<file path="config.mk">
export PLATFORM = sky130hd
export DESIGN_NAME = pwm_bank
export DESIGN_NICKNAME = d
export VERILOG_FILES = /design/src/rtl/pwm_pkg.sv /design/src/rtl/pwm_prescaler.sv /design/src/rtl/pwm_regfile.sv /design/src/rtl/pwm_channel.sv /design/src/rtl/pwm_bank.sv
export SDC_FILE = /design/constraint.sdc
export NUM_CORES = 1
export LEC_CHECK = 0
export ABC_CLOCK_PERIOD_IN_PS = 6150
export BUFFER_PORTS_ARGS = -buffer_cell sky130_fd_sc_hd__buf_2
export CELL_PAD_IN_SITES_DETAIL_PLACEMENT = 1
export CELL_PAD_IN_SITES_GLOBAL_PLACEMENT = 1
export CORE_MARGIN = 1
export CORE_UTILIZATION = 50
export CTS_CLUSTER_DIAMETER = 120
export DETAILED_ROUTE_END_ITERATION = 12
export PLACE_DENSITY_LB_ADDON = 0.15
export SKIP_LAST_GASP = 1
export SLEW_MARGIN = 20
export SYNTH_ARGS = -nofsm -noshare
export SYNTH_HDL_FRONTEND = slang
export SYNTH_SLANG_ARGS = --single-unit
export TNS_END_PERCENT = 100
</file>
<file path="constraint.sdc">
create_clock -name clk -period 6.15 [get_ports clk]
set_input_delay 0.615 -clock clk [delete_from_list [all_inputs] [get_ports clk]]
set_output_delay 0.615 -clock clk [all_outputs]
set_load 0.02 [all_outputs]
</file>
<file path="src/rtl/pwm_pkg.sv">
package pwm_pkg;

  // Data width of the register bus and the fixed field widths of the channel registers.
  localparam int DATA_W = 32;
  localparam int CNT_W  = 16;
  localparam int LVL_W  = 2;
  localparam int SEL_W  = 3;
  localparam int PRE_W  = 10;

  // Byte address layout of the register file.
  localparam int CTRL_ADDR  = 'h0;
  localparam int SET_ADDR   = 'h4;
  localparam int CLR_ADDR   = 'h8;
  localparam int TOG_ADDR   = 'hC;
  localparam int THR_BASE   = 'h10;
  localparam int TIM_BASE   = 'h20;
  localparam int CH_STRIDE  = 'h20;

  // Timing register contents; the first member sits in the most significant bits.
  typedef struct packed {
    logic [SEL_W-1:0] div_sel;
    logic [LVL_W-1:0] idle_lvl;
    logic [LVL_W-1:0] act_lvl;
    logic [CNT_W-1:0] period;
  } tim_cfg_t;

  localparam int CFG_W = $bits(tim_cfg_t);

  // Number of low divider bits that must be all ones for a tick.
  function automatic logic [3:0] sel_to_shift(input logic [SEL_W-1:0] sel);
    logic [3:0] s;
    case (sel)
      3'd5:    s = 4'd6;
      3'd6:    s = 4'd8;
      3'd7:    s = 4'd10;
      default: s = {1'b0, sel};
    endcase
    return s;
  endfunction

  // Only code 3 drives the pin high.
  function automatic logic lvl_is_high(input logic [LVL_W-1:0] code);
    return code == 2'b11;
  endfunction

endpackage

</file>
<file path="src/rtl/pwm_prescaler.sv">
module pwm_prescaler
  import pwm_pkg::*;
#(
  parameter int NUM_CH = 4
) (
  input  logic                          clk,
  input  logic                          rst_n,
  input  logic [NUM_CH-1:0][SEL_W-1:0]  sel_i,
  output logic [NUM_CH-1:0]             tick_o
);

  logic [PRE_W-1:0] div_q;

  always_ff @(posedge clk or negedge rst_n) begin
    if (!rst_n) div_q <= '0;
    else        div_q <= div_q + 1'b1;
  end

  for (genvar g = 0; g < NUM_CH; g++) begin : g_tick
    logic [3:0]       shift;
    logic [PRE_W-1:0] mask;

    assign shift = sel_to_shift(sel_i[g]);

    always_comb begin
      mask = '0;
      for (int b = 0; b < PRE_W; b++) begin
        if (b < int'(shift)) mask[b] = 1'b1;
      end
    end

    assign tick_o[g] = (div_q & mask) == mask;
  end

endmodule

</file>
<file path="src/rtl/pwm_regfile.sv">
module pwm_regfile
  import pwm_pkg::*;
#(
  parameter int NUM_CH = 4,
  parameter int ADDR_W = 8
) (
  input  logic                          clk,
  input  logic                          rst_n,
  input  logic                          we_i,
  input  logic [ADDR_W-1:0]             addr_i,
  input  logic [NUM_CH-1:0]             ctrl_wdata_i,
  input  tim_cfg_t [NUM_CH-1:0]         wrk_cfg_i,
  input  logic [NUM_CH-1:0][CNT_W-1:0]  wrk_thr_i,
  output logic [NUM_CH-1:0]             ctrl_o,
  output logic [NUM_CH-1:0]             thr_we_o,
  output logic [NUM_CH-1:0]             tim_we_o,
  output logic [DATA_W-1:0]             rdata_o
);

  localparam logic [ADDR_W-1:0] A_CTRL = ADDR_W'(CTRL_ADDR);
  localparam logic [ADDR_W-1:0] A_SET  = ADDR_W'(SET_ADDR);
  localparam logic [ADDR_W-1:0] A_CLR  = ADDR_W'(CLR_ADDR);
  localparam logic [ADDR_W-1:0] A_TOG  = ADDR_W'(TOG_ADDR);

  logic [NUM_CH-1:0] ctrl_q;
  logic              hit_ctrl;

  assign hit_ctrl = (addr_i == A_CTRL) || (addr_i == A_SET) ||
                    (addr_i == A_CLR)  || (addr_i == A_TOG);

  always_ff @(posedge clk or negedge rst_n) begin
    if (!rst_n) begin
      ctrl_q <= '0;
    end else if (we_i) begin
      if (addr_i == A_CTRL)     ctrl_q <= ctrl_wdata_i;
      else if (addr_i == A_SET) ctrl_q <= ctrl_q | ctrl_wdata_i;
      else if (addr_i == A_CLR) ctrl_q <= ctrl_q & ~ctrl_wdata_i;
      else if (addr_i == A_TOG) ctrl_q <= ctrl_q ^ ctrl_wdata_i;
    end
  end

  assign ctrl_o = ctrl_q;

  for (genvar g = 0; g < NUM_CH; g++) begin : g_dec
    localparam logic [ADDR_W-1:0] THR_A = ADDR_W'(THR_BASE + g * CH_STRIDE);
    localparam logic [ADDR_W-1:0] TIM_A = ADDR_W'(TIM_BASE + g * CH_STRIDE);
    assign thr_we_o[g] = we_i && (addr_i == THR_A);
    assign tim_we_o[g] = we_i && (addr_i == TIM_A);
  end

  always_comb begin
    rdata_o = '0;
    if (hit_ctrl) rdata_o[NUM_CH-1:0] = ctrl_q;
    for (int c = 0; c < NUM_CH; c++) begin
      if (addr_i == ADDR_W'(THR_BASE + c * CH_STRIDE))
        rdata_o = {wrk_thr_i[c], {(DATA_W-CNT_W){1'b0}}};
      if (addr_i == ADDR_W'(TIM_BASE + c * CH_STRIDE))
        rdata_o = {{(DATA_W-CFG_W){1'b0}}, wrk_cfg_i[c]};
    end
  end

  // the set alias only adds bits
  assert_set_alias_R3: assert property (@(posedge clk) disable iff (!rst_n)
    (we_i && addr_i == A_SET) |=> ctrl_q == ($past(ctrl_q) | $past(ctrl_wdata_i)));

  // the clear alias only removes bits
  assert_clr_alias_R3: assert property (@(posedge clk) disable iff (!rst_n)
    (we_i && addr_i == A_CLR) |=> ctrl_q == ($past(ctrl_q) & ~$past(ctrl_wdata_i)));

  // without a write the control word holds
  assert_ctrl_hold_R2: assert property (@(posedge clk) disable iff (!rst_n)
    !we_i |=> $stable(ctrl_q));

endmodule

</file>
<file path="src/rtl/pwm_channel.sv">
module pwm_channel
  import pwm_pkg::*;
(
  input  logic              clk,
  input  logic              rst_n,
  input  logic              en_i,
  input  logic              tick_i,
  input  logic              thr_we_i,
  input  logic              tim_we_i,
  input  logic [CNT_W-1:0]  thr_val_i,
  input  tim_cfg_t          tim_val_i,
  output tim_cfg_t          wrk_cfg_o,
  output logic [CNT_W-1:0]  wrk_thr_o,
  output logic              pwm_o
);

  tim_cfg_t         shd_cfg_q, wrk_cfg_q;
  logic [CNT_W-1:0] shd_thr_q, wrk_thr_q, cnt_q;
  logic             armed_q, out_q;
  logic             wrap, commit, in_act;
  logic [LVL_W-1:0] lvl;

  assign wrap   = ({1'b0, cnt_q} + 17'd1) >= {1'b0, wrk_cfg_q.period};
  assign commit = armed_q && (!en_i || (tick_i && wrap));
  assign in_act = (cnt_q < wrk_thr_q) || (wrk_thr_q >= wrk_cfg_q.period);
  assign lvl    = in_act ? wrk_cfg_q.act_lvl : wrk_cfg_q.idle_lvl;

  // Shadow stage and arm flag
  always_ff @(posedge clk or negedge rst_n) begin
    if (!rst_n) begin
      shd_cfg_q <= '0;
      shd_thr_q <= '0;
      armed_q   <= 1'b0;
    end else begin
      if (thr_we_i) shd_thr_q <= thr_val_i;
      if (tim_we_i) shd_cfg_q <= tim_val_i;
      if (tim_we_i)    armed_q <= 1'b1;
      else if (commit) armed_q <= 1'b0;
    end
  end

  // Working set, counter and registered output
  always_ff @(posedge clk or negedge rst_n) begin
    if (!rst_n) begin
      wrk_cfg_q <= '0;
      wrk_thr_q <= '0;
      cnt_q     <= '0;
      out_q     <= 1'b0;
    end else begin
      if (commit) begin
        wrk_cfg_q <= shd_cfg_q;
        wrk_thr_q <= shd_thr_q;
      end
      if (!en_i)       cnt_q <= '0;
      else if (tick_i) cnt_q <= wrap ? '0 : cnt_q + 1'b1;
      out_q <= en_i && lvl_is_high(lvl);
    end
  end

  assign wrk_cfg_o = wrk_cfg_q;
  assign wrk_thr_o = wrk_thr_q;
  assign pwm_o     = out_q;

  // a disabled channel drives 0 on the next cycle
  assert_idle_low_R9: assert property (@(posedge clk) disable iff (!rst_n)
    !en_i |=> !pwm_o);

  // a disabled channel keeps its count at 0
  assert_idle_cnt_R9: assert property (@(posedge clk) disable iff (!rst_n)
    !en_i |=> cnt_q == '0);

  // the working set only changes when a period starts
  assert_commit_at_start_R8: assert property (@(posedge clk) disable iff (!rst_n)
    ((wrk_thr_q != $past(wrk_thr_q)) || (wrk_cfg_q != $past(wrk_cfg_q))) |-> cnt_q == '0);

  // the count stays inside the period
  assert_cnt_range_R6: assert property (@(posedge clk) disable iff (!rst_n)
    (wrk_cfg_q.period != '0) |-> cnt_q < wrk_cfg_q.period);

  // a high output needs a code of 3 in one of the level fields
  assert_high_code_R5: assert property (@(posedge clk) disable iff (!rst_n)
    pwm_o |-> ($past(wrk_cfg_q.act_lvl) == 2'b11 || $past(wrk_cfg_q.idle_lvl) == 2'b11));

endmodule

</file>
<file path="src/rtl/pwm_bank.sv">
module pwm_bank
  import pwm_pkg::*;
#(
  parameter int NUM_CH = 4,
  parameter int ADDR_W = 8
) (
  input  logic              clk,
  input  logic              rst_n,
  input  logic              bus_we,
  input  logic [ADDR_W-1:0] bus_addr,
  input  logic [31:0]       bus_wdata,
  output logic [31:0]       bus_rdata,
  output logic [NUM_CH-1:0] pwm_out
);

  logic [NUM_CH-1:0]             ctrl;
  logic [NUM_CH-1:0]             thr_we, tim_we, tick;
  tim_cfg_t [NUM_CH-1:0]         wrk_cfg;
  logic [NUM_CH-1:0][CNT_W-1:0]  wrk_thr;
  logic [NUM_CH-1:0][SEL_W-1:0]  div_sel;

  pwm_regfile #(
    .NUM_CH (NUM_CH),
    .ADDR_W (ADDR_W)
  ) u_regs (
    .clk          (clk),
    .rst_n        (rst_n),
    .we_i         (bus_we),
    .addr_i       (bus_addr),
    .ctrl_wdata_i (bus_wdata[NUM_CH-1:0]),
    .wrk_cfg_i    (wrk_cfg),
    .wrk_thr_i    (wrk_thr),
    .ctrl_o       (ctrl),
    .thr_we_o     (thr_we),
    .tim_we_o     (tim_we),
    .rdata_o      (bus_rdata)
  );

  pwm_prescaler #(
    .NUM_CH (NUM_CH)
  ) u_pre (
    .clk    (clk),
    .rst_n  (rst_n),
    .sel_i  (div_sel),
    .tick_o (tick)
  );

  for (genvar g = 0; g < NUM_CH; g++) begin : g_ch
    assign div_sel[g] = wrk_cfg[g].div_sel;

    pwm_channel u_ch (
      .clk       (clk),
      .rst_n     (rst_n),
      .en_i      (ctrl[g]),
      .tick_i    (tick[g]),
      .thr_we_i  (thr_we[g]),
      .tim_we_i  (tim_we[g]),
      .thr_val_i (bus_wdata[31:16]),
      .tim_val_i (tim_cfg_t'(bus_wdata[CFG_W-1:0])),
      .wrk_cfg_o (wrk_cfg[g]),
      .wrk_thr_o (wrk_thr[g]),
      .pwm_o     (pwm_out[g])
    );
  end

endmodule

</file>
[Yosys cells after proc, flatten, opt, wreduce, memory -nomap -nowiden]
Cells that the tools add are included.
Cells by class
  $add $sub $neg: 9
  order comparisons: 52
  equal/unequal tests: 35
  multiplexer cells: 81
  bitwise gates (word level): 8
  reductions and logical operators: 42
Operator list (count)
  $mux W32: 8
  $mux W16: 12
  $add A16 B1 Y17 const B: 4
  $ge A17 B16 Y1: 4
  $add A16 B1 Y16 const B: 4
  $ge A16 B16 Y1: 4
  $lt A16 B16 Y1: 4
  $lt A3 B4 Y1 const A: 16
  $mux W1: 48
  $pmux W4 S3: 4
  $and A10 B10 Y10: 4
  $eq A10 B10 Y1: 4
  $eq A3 B3 Y1 const B: 12
  $eq A8 B7 Y1 const B: 4
  $lt A1 B4 Y1 const A: 8
  $lt A2 B4 Y1 const A: 8
  $lt A4 B4 Y1 const A: 8
  $logic_and A1 B1 Y1: 20
  $mux W4: 5
  $eq A8 B4 Y1 const B: 2
  $eq A8 B6 Y1 const B: 2
  $logic_or A1 B1 Y1: 11
  $add A10 B1 Y10 const B: 1
  $eq A2 B2 Y1 const B: 4
  other kinds (14): 26
Word-level totals
  register bits: 398
  input port bits: 43
  output and inout bits: 36
  word-level logic and storage cells: 281

[Depth between registers and ports, before layout]
  word-level depth: 13
  mapped depth: 16
  mapped depth without buffers: 14

[Cells and area by module]
Synthesis repeated with hierarchy kept, for this count alone.
Unflattened totals
  cells, all modules: 2080
  area, all modules: 22706.8 µm²
By module, submodules not included
  pwm_channel: times used 4, cells an instance 439, area an instance 5061.1 µm², sequential area each 2402.3 µm²
  pwm_regfile: times used 1, cells an instance 254, area an instance 1866.8 µm², sequential area each 100.1 µm²
  pwm_prescaler: times used 1, cells an instance 70, area an instance 595.6 µm², sequential area each 250.2 µm²

[Worst setup path before layout]
OpenSTA, ideal clock, no wires.
  path kind: flip-flop to flip-flop
  from: register g_ch[3].u_ch.cnt_q[0]
  to: register g_ch[3].u_ch.wrk_cfg_q, in the netlist g_ch[3].u_ch.wrk_cfg_o[15]
  setup time: 0.125 ns
  data arrival time: 3.483 ns
  data required time: 6.025 ns
  setup slack: 2.542 ns
  stages on the path, launching flop included: 16
  buffers on the path: 2
  clock period less this slack: 3.608 ns
  path through: dfrtp_1 > ha_1 > nand2_1 > or3_1 > nor2_1 > xor2_1 > ha_1 > nand4_1 > nor3_1 > a2111oi_0 > a41oi_1 > or2_2 > nand3_2 > buf_6 > buf_6 > mux2_2
On the way
  cells in the longest elaborated chain, start to end: 5
RTL lines
  start: declaration: RTL line pwm_channel.sv:18  | logic [CNT_W-1:0] shd_thr_q, wrk_thr_q, cnt_q;
  start signal: assignment: RTL line pwm_channel.sv:55  | else if (tick_i) cnt_q <= wrap ? '0 : cnt_q + 1'b1;
  $add A16 B1 Y17: RTL line pwm_channel.sv:23  | assign wrap = ({1'b0, cnt_q} + 17'd1) >= {1'b0, wrk_cfg_q.period};
  $ge A17 B16 Y1: RTL line pwm_channel.sv:23
  $logic_and A1 B1 Y1: RTL line pwm_channel.sv:24  | assign commit = armed_q && (!en_i || (tick_i && wrap));
  $logic_or A1 B1 Y1: RTL line pwm_channel.sv:24
  $logic_and A1 B1 Y1: RTL line pwm_channel.sv:24
  end signal: assignment: RTL line pwm_channel.sv:51  | wrk_cfg_q <= shd_cfg_q;
  end: declaration: RTL line pwm_channel.sv:17  | tim_cfg_t shd_cfg_q, wrk_cfg_q;
No other way between the ends.
A chain may end at the register's enable or synchronous reset.

[Worst setup path after layout]
  from: register g_ch[3].u_ch.cnt_q[0]
  to: register g_ch[3].u_ch.wrk_cfg_q, in the netlist g_ch[3].u_ch.wrk_cfg_o[9]
Same word-level chain as after synthesis.

==> impl_results.md <==
* Drt via density at 6.07
* Fin cells at 2720
* Final Hold Violating Endpoints at 0
* Net count, final at 2339
* FILL cells at 4777
* TritonRoute pass-1 iters at 5
* H-tree levels at 2
* Worst vdd ir at 0.192 mV
* Syn Inst Count at 2028
* Total power at 5.67 mW
* Setup Viol. Count Final at 0
* GRT Util Overall at 31.6%
* Total CTS buffers at 44
* Area grow syn2layout at 10.8%
* Cell area power density at 230 nW/um^2
* Fin. max-slew vios at 0
* Place WS at 1.68 ns
* Drt wl/cell at 25.4 um
* GRT overflow at 0
* WP data required at 6.60 ns
* Pleak at 12.2 nW
* Element type at the critical path start: flip-flop
* Core Region at 44100 um^2
* Syn Nets at 2272
* Gp weighted congestion at 0.931
* Number of global-route vias before repair at 17600
* Clk_skew at 0.0252 ns
* Clk root buf: clkbuf_16
* Buf/Inv on CP at 1
* Cell mode on critical path: ha_1
* Most common cell after layout, fill and taps aside: dfrtp_1
* Via count at 16500
* Cell Area, Synth at 22300 um^2
* Crit path from: g_ch[3].u_ch.cnt_q[0]
* Ys Warns at 0
* Most frequent cells in the layout: 398 x dfrtp_1, 295 x mux2_2, 201 x ha_1
* CTS tree: yes
* Post-Syn Area per Cell at 11.0 um^2
* Worst slew pin tran at 1.12 ns
* Fmax at 0.229 GHz
* Residual DRC at 0
* Pin count of the biggest net entering global routing at 172
* Clock latency on the worst-skew pair at 0.59 ns
* CP max-delay cell: buf_4
* Starting DRC count in detailed routing at 1235
* Share of cells above drive strength 1 at 23.3%
* Setup CP Type: reg -> reg
* Worst Slack Setup Final at 1.78 ns
* Library cells used by synthesis at 67
* Initial antenna violation count at 0
* RSZ-0062 raised after global routing: no
* Fin crit share at 71.0%
* Setup bufs post-CTS at 0
* Total of max-cap violations at 0
* Rel. slew slack at 25.3%
* Largest buffer count on any clock path at 3
* Reg2Reg Launch Point: g_ch[3].u_ch.cnt_q[0]
* DP HPWL at 51.6 mm
* Post-synth EDFFs at 0
* Run status: finished clean
* CP arrival at 4.82 ns
* Final ANT Viol Nets at 0
* Async set-reset flop share out of synthesis at 100%
* Period minus WS final at 4.37 ns
* IO Port Bufs at 78
* Fin Hold WS at 0.0306 ns
* Critical path peak fanout at 39
* ANT cells at 0
* Die height at 213 um
* First-pass GRT wire length at 107 mm
* Die footprint at 45400 um^2
* Hold/Removal Path Class: in -> async
* CTS resizes at 0
* TNS Setup at 0 ns
* Crit path capture type: flip-flop
* Placed instance count at 2641
* Delay-heaviest family, CP: simple AND/OR/NAND/NOR gates
* Initial Utilization at 50.5%
* Cells along the critical path: ha_1 -> nand2_1 -> or3_1 -> nor2_1 -> xor2_1 -> ha_1 -> nand4_1 -> nor3_1 -> a2111oi_0 -> a41oi_1 -> or2_2 -> nand3_2 -> buf_4 -> mux2_2
* Synth Register Bits at 398
* # IOs at 79
* Worst-path clk slew at 0.06 ns
* FP Rows at 77
* Sequential fraction of the synthesis area at 44.7%
* Die Wd at 213 um
* Post-Route WL at 69.0 mm
* Delay of the slowest critical-path stage at 0.55 ns
* # clock sinks at 398
* CTS Hold Bufs at 0
* Synth Flop Type: dfrtp_1
-- synth_stat cells (5+ instances only) --
cell	instances	share of area, %
nand3_1	52	1.2
ha_1	201	11
a21oi_1	69	1.5
a211o_1	9	0.35
nor2b_1	15	0.42
buf_4	9	0.30
nor3_1	22	0.49
xor2_1	19	0.75
a22o_1	22	0.86
buf_1	5	0.084
a222oi_1	24	1.1
a311oi_1	5	0.20
nand4_1	30	0.84
a221o_1	5	0.22
or3_1	13	0.36
nor2_2	5	0.14
a221oi_1	8	0.31
o211ai_1	15	0.51
mux2_4	10	0.67
o21ai_0	67	1.5
nand2b_1	15	0.42
a211oi_1	26	0.88
and3_1	22	0.62
xnor2_1	40	1.6
mux2i_1	7	0.31
clkbuf_1	35	0.59
o31ai_1	7	0.24
o22ai_1	21	0.59
o21ai_1	5	0.11
a31oi_1	6	0.17
dfrtp_1	398	45
or2_2	6	0.17
nor2_1	70	1.2
a22oi_1	14	0.47
buf_2	18	0.40
mux2_2	295	15
buf_6	7	0.35
nand2_1	180	3.0
o21a_1	12	0.40
inv_1	150	2.5
a21o_1	41	1.4
-- kinds of logic after synthesis --
group | count (synthesis) | share of synthesized area [%]
buffers and inverters | 224 | 4.26
and+or+nand+nor | 455 | 9.78
adders and majority gates | 201 | 11.3
xor gates and xnor gates | 59 | 2.32
AOI/OAI and AO/OA | 375 | 11.6
DFF | 398 | 44.7
muxes | 316 | 16.1
-- power breakdown --
part           leakage (nW)  total [mW]  internal, mW  switching, mW
Clock                 0.728        2.73          1.61           1.12
Combinational          5.96       0.240        0.0764          0.164
Sequential             5.52        2.70          2.67         0.0300
-- worst paths after layout --
path,endpoint,slack [ns],cells after the start
min in group clk,g_ch[2].u_ch.shd_cfg_q[0],0.27,2
hold reg to reg,g_ch[0].u_ch.shd_cfg_q[1],0.48,2
setup reg to reg,g_ch[3].u_ch.wrk_cfg_o[9],1.78,14
hold / removal,g_ch[2].u_ch.cnt_q[11],0.03,1
max in group asynchronous,g_ch[0].u_ch.wrk_thr_o[7],4.57,2
setup / recovery,g_ch[3].u_ch.wrk_cfg_o[9],1.78,14
-- flip-flops by register name, indices dropped and copies added (netlist names) --
register / flops
g_ch.u_ch.wrk_thr_o: 64
g_ch.u_ch.wrk_cfg_o: 92
g_ch.u_ch.armed_q: 4
g_ch.u_ch.pwm_o: 4
g_ch.u_ch.shd_thr_q: 64
g_ch.u_ch.cnt_q: 64
u_regs.ctrl_o: 4
g_ch.u_ch.shd_cfg_q: 92
u_pre.div_q: 10
-- worst register-to-register path: stages, from the launching register on --
cell and delay (ns):
dfrtp_1 0.45, ha_1 0.28, nand2_1 0.09, or3_1 0.43, nor2_1 0.20, xor2_1 0.21, ha_1 0.27, nand4_1 0.14
nor3_1 0.09, a2111oi_0 0.37, a41oi_1 0.26, or2_2 0.38, nand3_2 0.08, buf_4 0.55, mux2_2 0.44
-- area by class of cell --
type | instances | area [um^2] | area share, %
flip-flops and latches | 398 | 9960 | 40.3
repair buffers | 95 | 553 | 2.24
inverters | 150 | 563 | 2.28
clock inverters | 12 | 149 | 0.603
multi-input cells | 1406 | 11400 | 46.2
clock buffers | 67 | 1330 | 5.38
well taps | 592 | 741 | 3.00
-- layer usage --
| layer | vias up | share of wire (%) | global-route usage [%] |
|---|---|---|---|
| met1 | 8542 | 45 | 42.0 |
| met4 | 0 | 3.2 | 11.2 |
| met2 | 397 | 48 | 53.0 |
| met3 | 113 | 4.2 | 3.75 |
| li1 | 7461 | - | - |
| met5 | - | 0 | 0 |
-- stage by stage --
step | utilization [%] | cell area, um^2
2_1_floorplan | - | 22300
3_3_place_gp | 52.6 | 23200
3_5_place_dp | 52.6 | 23200
4_1_cts | 56.0 | 24700
5_1_grt | 56.0 | 24700
6_report | 56.0 | 24700
Note: power is estimated with default switching activity, not from simulation.
